$ cat config.mk
export PLATFORM = sky130hd
export DESIGN_NAME = dpr_read_responder
export DESIGN_NICKNAME = d
export VERILOG_FILES = /design/src/rtl/dpr_pkg.sv /design/src/rtl/dpr_pin_sync.sv /design/src/rtl/dpr_param_rom.sv /design/src/rtl/dpr_cmd_engine.sv /design/src/rtl/dpr_read_responder.sv
export SDC_FILE = /design/constraint.sdc
export NUM_CORES = 1
export LEC_CHECK = 0
export BUFFER_PORTS_ARGS = -buffer_cell sky130_fd_sc_hd__buf_2
export CAP_MARGIN = 20
export CORE_MARGIN = 2
export CORE_UTILIZATION = 40
export CTS_CLUSTER_SIZE = 30
export DETAILED_ROUTE_END_ITERATION = 12
export HOLD_SLACK_MARGIN = 0.03
export PLACE_DENSITY = 0.59
export SETUP_SLACK_MARGIN = 0.3
export SYNTH_ARGS = -nofsm -noshare
export SYNTH_HDL_FRONTEND = slang
export SYNTH_SLANG_ARGS = --single-unit
$ cat constraint.sdc
create_clock -name clk -period 7.38 [get_ports clk]
set_input_delay 2.214 -clock clk [delete_from_list [all_inputs] [get_ports clk]]
set_output_delay 2.214 -clock clk [all_outputs]
set_load 0.05 [all_outputs]
$ cat src/rtl/dpr_pkg.sv
package dpr_pkg;

  localparam logic [7:0] READ_OPCODE = 8'h5A;
  localparam int         ADDR_BITS   = 24;
  localparam int         IDLE_CLKS   = 8;

  typedef enum logic [2:0] {
    PH_INSTR,
    PH_ADDR,
    PH_IDLE,
    PH_DATA,
    PH_IGNORE
  } phase_t;

  // lanes in use for a mode code
  function automatic logic [2:0] lane_count(input logic [1:0] mode);
    case (mode)
      2'd1:    lane_count = 3'd2;
      2'd2:    lane_count = 3'd4;
      default: lane_count = 3'd1;
    endcase
  endfunction

  // output enable pattern while data is driven
  function automatic logic [3:0] drive_mask(input logic [1:0] mode);
    case (mode)
      2'd1:    drive_mask = 4'b0011;
      2'd2:    drive_mask = 4'b1111;
      default: drive_mask = 4'b0010;
    endcase
  endfunction

endpackage

$ cat src/rtl/dpr_pin_sync.sv
module dpr_pin_sync #(
  parameter int STAGES = 2
) (
  input  logic       clk,
  input  logic       rst,
  input  logic       cs_n,
  input  logic       sck,
  input  logic [3:0] dq_in,
  output logic       cs_q,
  output logic [3:0] dq_q,
  output logic       sck_rise,
  output logic       sck_fall
);

  logic [STAGES-1:0] cs_pipe;
  logic [STAGES-1:0] sck_pipe;
  logic [3:0]        dq_pipe [STAGES];
  logic              sck_prev;

  always_ff @(posedge clk) begin
    if (rst) begin
      cs_pipe  <= '1;
      sck_pipe <= '0;
      sck_prev <= 1'b0;
    end else begin
      cs_pipe  <= {cs_pipe[STAGES-2:0], cs_n};
      sck_pipe <= {sck_pipe[STAGES-2:0], sck};
      sck_prev <= sck_pipe[STAGES-1];
    end
  end

  always_ff @(posedge clk) begin
    dq_pipe[0] <= dq_in;
  end

  for (genvar s = 1; s < STAGES; s++) begin : g_dq_stage
    always_ff @(posedge clk) begin
      dq_pipe[s] <= dq_pipe[s-1];
    end
  end

  assign cs_q     = cs_pipe[STAGES-1];
  assign dq_q     = dq_pipe[STAGES-1];
  assign sck_rise = sck_pipe[STAGES-1] & ~sck_prev;
  assign sck_fall = ~sck_pipe[STAGES-1] & sck_prev;

endmodule

$ cat src/rtl/dpr_param_rom.sv
module dpr_param_rom #(
  parameter int         ROM_BYTES  = 32,
  parameter logic [7:0] REV_MINOR  = 8'h06,
  parameter logic [7:0] REV_MAJOR  = 8'h01,
  parameter logic [7:0] HDR_COUNT  = 8'h00,
  parameter int         TBL_PTR    = 16,
  parameter int         TBL_DWORDS = 4,
  parameter logic [7:0] TBL_BASE   = 8'h20
) (
  input  logic        clk,
  input  logic [23:0] rd_addr,
  output logic [7:0]  rd_data
);

  localparam int AW      = $clog2(ROM_BYTES);
  localparam int TBL_END = TBL_PTR + 4 * TBL_DWORDS;

  logic [7:0] mem [ROM_BYTES];

  function automatic logic [7:0] image_byte(input int idx);
    logic [23:0] ptr;
    ptr = 24'(TBL_PTR);
    case (idx)
      0:  image_byte = 8'h53;
      1:  image_byte = 8'h46;
      2:  image_byte = 8'h44;
      3:  image_byte = 8'h50;
      4:  image_byte = REV_MINOR;
      5:  image_byte = REV_MAJOR;
      6:  image_byte = HDR_COUNT;
      8:  image_byte = 8'h00;
      9:  image_byte = REV_MINOR;
      10: image_byte = REV_MAJOR;
      11: image_byte = 8'(TBL_DWORDS);
      12: image_byte = ptr[7:0];
      13: image_byte = ptr[15:8];
      14: image_byte = ptr[23:16];
      default: begin
        if (idx >= TBL_PTR && idx < TBL_END) image_byte = TBL_BASE + 8'(idx - TBL_PTR);
        else                                 image_byte = 8'hFF;
      end
    endcase
  endfunction

  initial begin
    for (int i = 0; i < ROM_BYTES; i++) mem[i] = image_byte(i);
  end

  always_ff @(posedge clk) begin
    if (rd_addr < 24'(ROM_BYTES)) rd_data <= mem[rd_addr[AW-1:0]];
    else                          rd_data <= 8'hFF;
  end

endmodule

$ cat src/rtl/dpr_cmd_engine.sv
module dpr_cmd_engine
  import dpr_pkg::*;
(
  input  logic        clk,
  input  logic        rst,
  input  logic [1:0]  mode_sel,
  input  logic        cs_q,
  input  logic        sck_rise,
  input  logic        sck_fall,
  input  logic [3:0]  dq_q,
  input  logic [7:0]  rom_data,
  output logic [23:0] rd_addr,
  output logic [3:0]  dq_out,
  output logic [3:0]  dq_oe,
  output phase_t      phase
);

  localparam int          CW        = $clog2(ADDR_BITS);
  localparam logic [CW-1:0] IDLE_LAST = CW'(IDLE_CLKS - 1);

  logic [ADDR_BITS-1:0] sh, sh_nxt;
  logic [CW-1:0]        cnt, instr_last, addr_last;
  logic [2:0]           grp, grp_last, shamt;
  logic [7:0]           shifted;
  logic [3:0]           grp_bits;

  always_comb begin
    case (lane_count(mode_sel))
      3'd2: begin
        sh_nxt     = {sh[ADDR_BITS-3:0], dq_q[1:0]};
        instr_last = CW'(3);
        addr_last  = CW'(11);
        grp_last   = 3'd3;
        shamt      = {grp[1:0], 1'b0};
      end
      3'd4: begin
        sh_nxt     = {sh[ADDR_BITS-5:0], dq_q};
        instr_last = CW'(1);
        addr_last  = CW'(5);
        grp_last   = 3'd1;
        shamt      = {grp[0], 2'b00};
      end
      default: begin
        sh_nxt     = {sh[ADDR_BITS-2:0], dq_q[0]};
        instr_last = CW'(7);
        addr_last  = CW'(23);
        grp_last   = 3'd7;
        shamt      = grp;
      end
    endcase
  end

  always_comb begin
    shifted = rom_data << shamt;
    case (lane_count(mode_sel))
      3'd2:    grp_bits = {2'b00, shifted[7:6]};
      3'd4:    grp_bits = shifted[7:4];
      default: grp_bits = {2'b00, shifted[7], 1'b0};
    endcase
  end

  always_ff @(posedge clk) begin
    if (rst) begin
      phase   <= PH_INSTR;
      cnt     <= '0;
      grp     <= '0;
      sh      <= '0;
      rd_addr <= '0;
      dq_out  <= '0;
      dq_oe   <= '0;
    end else if (cs_q) begin
      phase <= PH_INSTR;
      cnt   <= '0;
      grp   <= '0;
      dq_oe <= '0;
    end else if (sck_rise) begin
      case (phase)
        PH_INSTR: begin
          sh <= sh_nxt;
          if (cnt == instr_last) begin
            cnt   <= '0;
            phase <= (sh_nxt[7:0] == READ_OPCODE) ? PH_ADDR : PH_IGNORE;
          end else begin
            cnt <= cnt + 1'b1;
          end
        end
        PH_ADDR: begin
          sh <= sh_nxt;
          if (cnt == addr_last) begin
            cnt     <= '0;
            rd_addr <= sh_nxt;
            phase   <= PH_IDLE;
          end else begin
            cnt <= cnt + 1'b1;
          end
        end
        PH_IDLE: begin
          if (cnt == IDLE_LAST) begin
            cnt   <= '0;
            grp   <= '0;
            phase <= PH_DATA;
          end else begin
            cnt <= cnt + 1'b1;
          end
        end
        default: ;
      endcase
    end else if (sck_fall && phase == PH_DATA) begin
      dq_oe  <= drive_mask(mode_sel);
      dq_out <= grp_bits;
      if (grp == grp_last) begin
        grp <= '0;
        if (rd_addr != '1) rd_addr <= rd_addr + 1'b1;
      end else begin
        grp <= grp + 1'b1;
      end
    end
  end

endmodule

$ cat src/rtl/dpr_read_responder.sv
module dpr_read_responder
  import dpr_pkg::*;
#(
  parameter int         SYNC_STAGES = 2,
  parameter int         ROM_BYTES   = 32,
  parameter logic [7:0] REV_MINOR   = 8'h06,
  parameter logic [7:0] REV_MAJOR   = 8'h01,
  parameter logic [7:0] HDR_COUNT   = 8'h00,
  parameter int         TBL_PTR     = 16,
  parameter int         TBL_DWORDS  = 4,
  parameter logic [7:0] TBL_BASE    = 8'h20
) (
  input  logic       clk,
  input  logic       rst,
  input  logic [1:0] mode_sel,
  input  logic       cs_n,
  input  logic       sck,
  input  logic [3:0] dq_in,
  output logic [3:0] dq_out,
  output logic [3:0] dq_oe
);

  logic        cs_q, sck_rise, sck_fall;
  logic [3:0]  dq_q;
  logic [23:0] rd_addr;
  logic [7:0]  rom_data;
  phase_t      phase;

  dpr_pin_sync #(.STAGES(SYNC_STAGES)) u_sync (
    .clk      (clk),
    .rst      (rst),
    .cs_n     (cs_n),
    .sck      (sck),
    .dq_in    (dq_in),
    .cs_q     (cs_q),
    .dq_q     (dq_q),
    .sck_rise (sck_rise),
    .sck_fall (sck_fall)
  );

  dpr_param_rom #(
    .ROM_BYTES  (ROM_BYTES),
    .REV_MINOR  (REV_MINOR),
    .REV_MAJOR  (REV_MAJOR),
    .HDR_COUNT  (HDR_COUNT),
    .TBL_PTR    (TBL_PTR),
    .TBL_DWORDS (TBL_DWORDS),
    .TBL_BASE   (TBL_BASE)
  ) u_rom (
    .clk     (clk),
    .rd_addr (rd_addr),
    .rd_data (rom_data)
  );

  dpr_cmd_engine u_engine (
    .clk      (clk),
    .rst      (rst),
    .mode_sel (mode_sel),
    .cs_q     (cs_q),
    .sck_rise (sck_rise),
    .sck_fall (sck_fall),
    .dq_q     (dq_q),
    .rom_data (rom_data),
    .rd_addr  (rd_addr),
    .dq_out   (dq_out),
    .dq_oe    (dq_oe),
    .phase    (phase)
  );

endmodule

==> results.sh <==
export IMPL_drive_gt1_share_pct=9.49
export IMPL_r2r_start="u_sync.sck_pipe[1]"
export IMPL_min_path_type="flop to flop"
export IMPL_powerDensity_nw_per_um2=189
export IMPL_slew_headroom_pct=31.3
export IMPL_grt_antenna_before_repair=0
export IMPL_avgSynthCellArea_um2=7.68
export IMPL_io_buffer_count=17
export IMPL_synth_top_family_by_area="compound AO/OA/AOI/OAI gates"
export IMPL_cp_required_ps=7640
export IMPL_top_layer="met4"
export IMPL_post_route_util_pct=44.2
export IMPL_hold_viol_final=0
export IMPL_post_route_period_util_pct=65.5
export IMPL_netlist_instances=630
export IMPL_tns_ps=0
export IMPL_critical_path_class="primary input to flop"
export IMPL_cts_resized=0
export IMPL_synth_adder_area_share_pct=2.84
export IMPL_fin_worst_skew_ps=9.32
export IMPL_layout_commonest_cell="nand2_1"
export IMPL_wl_per_cell_um=16.3
export IMPL_synthToLayoutAreaGrowth_pct=8.74
export IMPL_yosysSeqAreaShare_pct=35.6
export IMPL_grt_pass1_wl_um=20600
export IMPL_core_um2=11900
export IMPL_cts_tree="built"
export IMPL_cts_root_buf="clkbuf_16"
export IMPL_fin_nets=641
export IMPL_synthSimpleGateAreaFrac_pct=25.7
export IMPL_finalSetupViolations=0
export IMPL_fin_area_um2=5260
export IMPL_syn_nets=651
export IMPL_insertedDiodeCount=0
export IMPL_rsz0062_at_grt="no"
export IMPL_slew_viol_final=0
export IMPL_hold_buffers=0
export IMPL_ioPinCount=18
export IMPL_fillCellCount=1213
export IMPL_grt_usage_pct=20.1
export IMPL_cts_path_max_buffers=2
export IMPL_ir_worst_vdd_uv=152
export IMPL_synth_compound_area_share_pct=27.7
export IMPL_wl_met1_um=5650
export IMPL_drt_iter0_drc=310
export IMPL_fmax_mhz=207
export IMPL_cp_data_arrival_time_ps=5090
export IMPL_dpl_instance_area_um2=4960
export IMPL_cp_start_kind="primary input"
export IMPL_fp_dieH_um=114
export IMPL_synth_edf_count=0
export IMPL_path_max_fanout=57
export IMPL_gp_congestion=0.874
export IMPL_p_leak_uw=0.00176
export IMPL_die_area_um2=13000
export IMPL_synth_main_ff_cell="dfxtp_1"
export IMPL_grt_overflow=0
export IMPL_clkTransAtPathRegs_ps=60
export IMPL_synth_mux_area_share_pct=1.76
export IMPL_ys_seq_elements=86
export IMPL_worst_pin_slew_ps=1030
export IMPL_synth_area_um2=4840
export IMPL_dr_wl_met2_um=6060
export IMPL_async_flop_share_pct=0
export IMPL_synth_xor_area_share_pct=1.27
export IMPL_drv_cap=0
export IMPL_remaining_drc_errors=0
export IMPL_crit_path_start="mode_sel[0]"
export IMPL_status="completed"
export IMPL_clk_latency_ps=350
export IMPL_final_antenna_net_count=0
export IMPL_rows=40
export IMPL_post_cts_buffers=0
export IMPL_start_util_pct=40.6
export IMPL_critPathCaptureType="flop"
export IMPL_final_cell_mix="nand2_1, dfxtp_1, a21oi_1"
export IMPL_drt_vias_per_instance=5.84
export IMPL_synth_cell_types=72
export IMPL_cts_htree_levels=3
export IMPL_dr_pass1_iters=4
export IMPL_dp_final_hpwl_um=8450
export IMPL_fin_crit_ps=4830
export IMPL_grt_max_degree=58
export IMPL_wl_met3_um=543
export IMPL_grt_pass1_vias=4156
export IMPL_die_w_um=114
export IMPL_ys_warn_count=0
export IMPL_drt_total_wl_um=12600
export IMPL_vias=4493
export IMPL_cts_sinks=86
export IMPL_cts_buffers=9
export IMPL_hp_start="u_sync.dq_pipe[0][1]"
-- kinds of logic (layout without fill, tap and decap cells) --
| logic type | after synthesis | after routing |
|---|---|---|
| AO/OA/AOI/OAI | 207 | 207 |
| XOR/XNOR | 7 | 7 |
| adder cells (fa/ha/maj) | 11 | 11 |
| buffers and inverters | 57 | 49 |
| flip-flops | 86 | 86 |
| multiplexers | 7 | 7 |
| AND/OR/NAND/NOR | 255 | 255 |
-- worst paths after layout --
check / end / slack [ps] / cells past startpoint
setup / recovery: u_engine.rd_addr[20] / 2550 / 10
hold / removal: u_sync.dq_pipe[0][5] / 320 / 0
setup reg to reg: u_engine.rd_addr[20] / 4550 / 7
hold reg to reg: u_sync.dq_pipe[0][5] / 320 / 0
-- report_power, final --
part	leakage (µW)	switching (µW)	internal [µW]
logic	0.000913	43.0	19.2
clock network	0.000147	176	284
registers	0.000697	3.23	469
-- cells in the mapped netlist (all sizes together), types with 5 or more instances --
| cell type | count | area (µm²) |
|---|---|---|
| nand2 | 114 | 430 |
| xor2 | 5 | 43.8 |
| buf | 16 | 93.8 |
| clkbuf | 28 | 105 |
| ha | 11 | 138 |
| a21oi | 60 | 300 |
| nor2 | 53 | 199 |
| o22ai | 6 | 37.5 |
| o21ai | 57 | 285 |
| a211oi | 13 | 103 |
| a31oi | 5 | 31.3 |
| nand4 | 9 | 68.8 |
| a221o | 5 | 50.1 |
| and3 | 6 | 37.5 |
| dfxtp | 86 | 1720 |
| nand3 | 15 | 92.6 |
| inv | 13 | 48.8 |
| and2 | 5 | 32.5 |
| nor3 | 10 | 61.3 |
| nand3b | 5 | 37.5 |
| nand2b | 7 | 43.8 |
| a22oi | 18 | 135 |
| nor4 | 10 | 77.6 |
-- critical path, stage by stage --
cell and delay, ps:
buf_2 100, inv_1 50, ha_1 270, buf_4 420, nand2b_1 180, nand4_2 170
o32ai_4 550, o31a_1 750, a21oi_1 140, a211oi_1 230
-- area by class of cell --
class	instances	area (µm²)	share of cell area (%)
clock inverter	1	30.0	0.571
clock buffer	12	267	5.07
sequential	86	1720	32.7
tap	147	184	3.50
timing repair buffer	23	128	2.43
multi-input combinational	487	2880	54.8
inverter	13	48.8	0.927
-- flip-flops by register name (all words and copies together), names as in the netlist --
register / count
u_engine.rd_addr: 24
u_sync.cs_pipe: 2
u_sync.dq_pipe: 8
u_engine.cnt: 5
u_sync.sck_prev: 1
u_rom.rd_data: 8
u_engine.dq_out: 4
u_engine.grp: 3
u_sync.sck_pipe: 2
u_engine.phase: 3
u_engine.dq_oe: 3
u_engine.sh: 23
-- stage by stage --
step	worst slack [ps]	power, µW	hold slack (ps)	instances
after global placement	2350	543	312	755
after detailed placement	2210	544	312	755
after CTS	2580	1010	324	768
after floorplan	3310	528	310	630
final	2550	995	324	769
after global routing	2350	1030	329	769
-- metal layers --
metal,global-route usage (%),vias up
li1,-,2252
met1,24.9,2122
met2,33.7,97
met3,4.84,22
met4,8.13,0
met5,0,-
(Power assumes the default switching activity.)
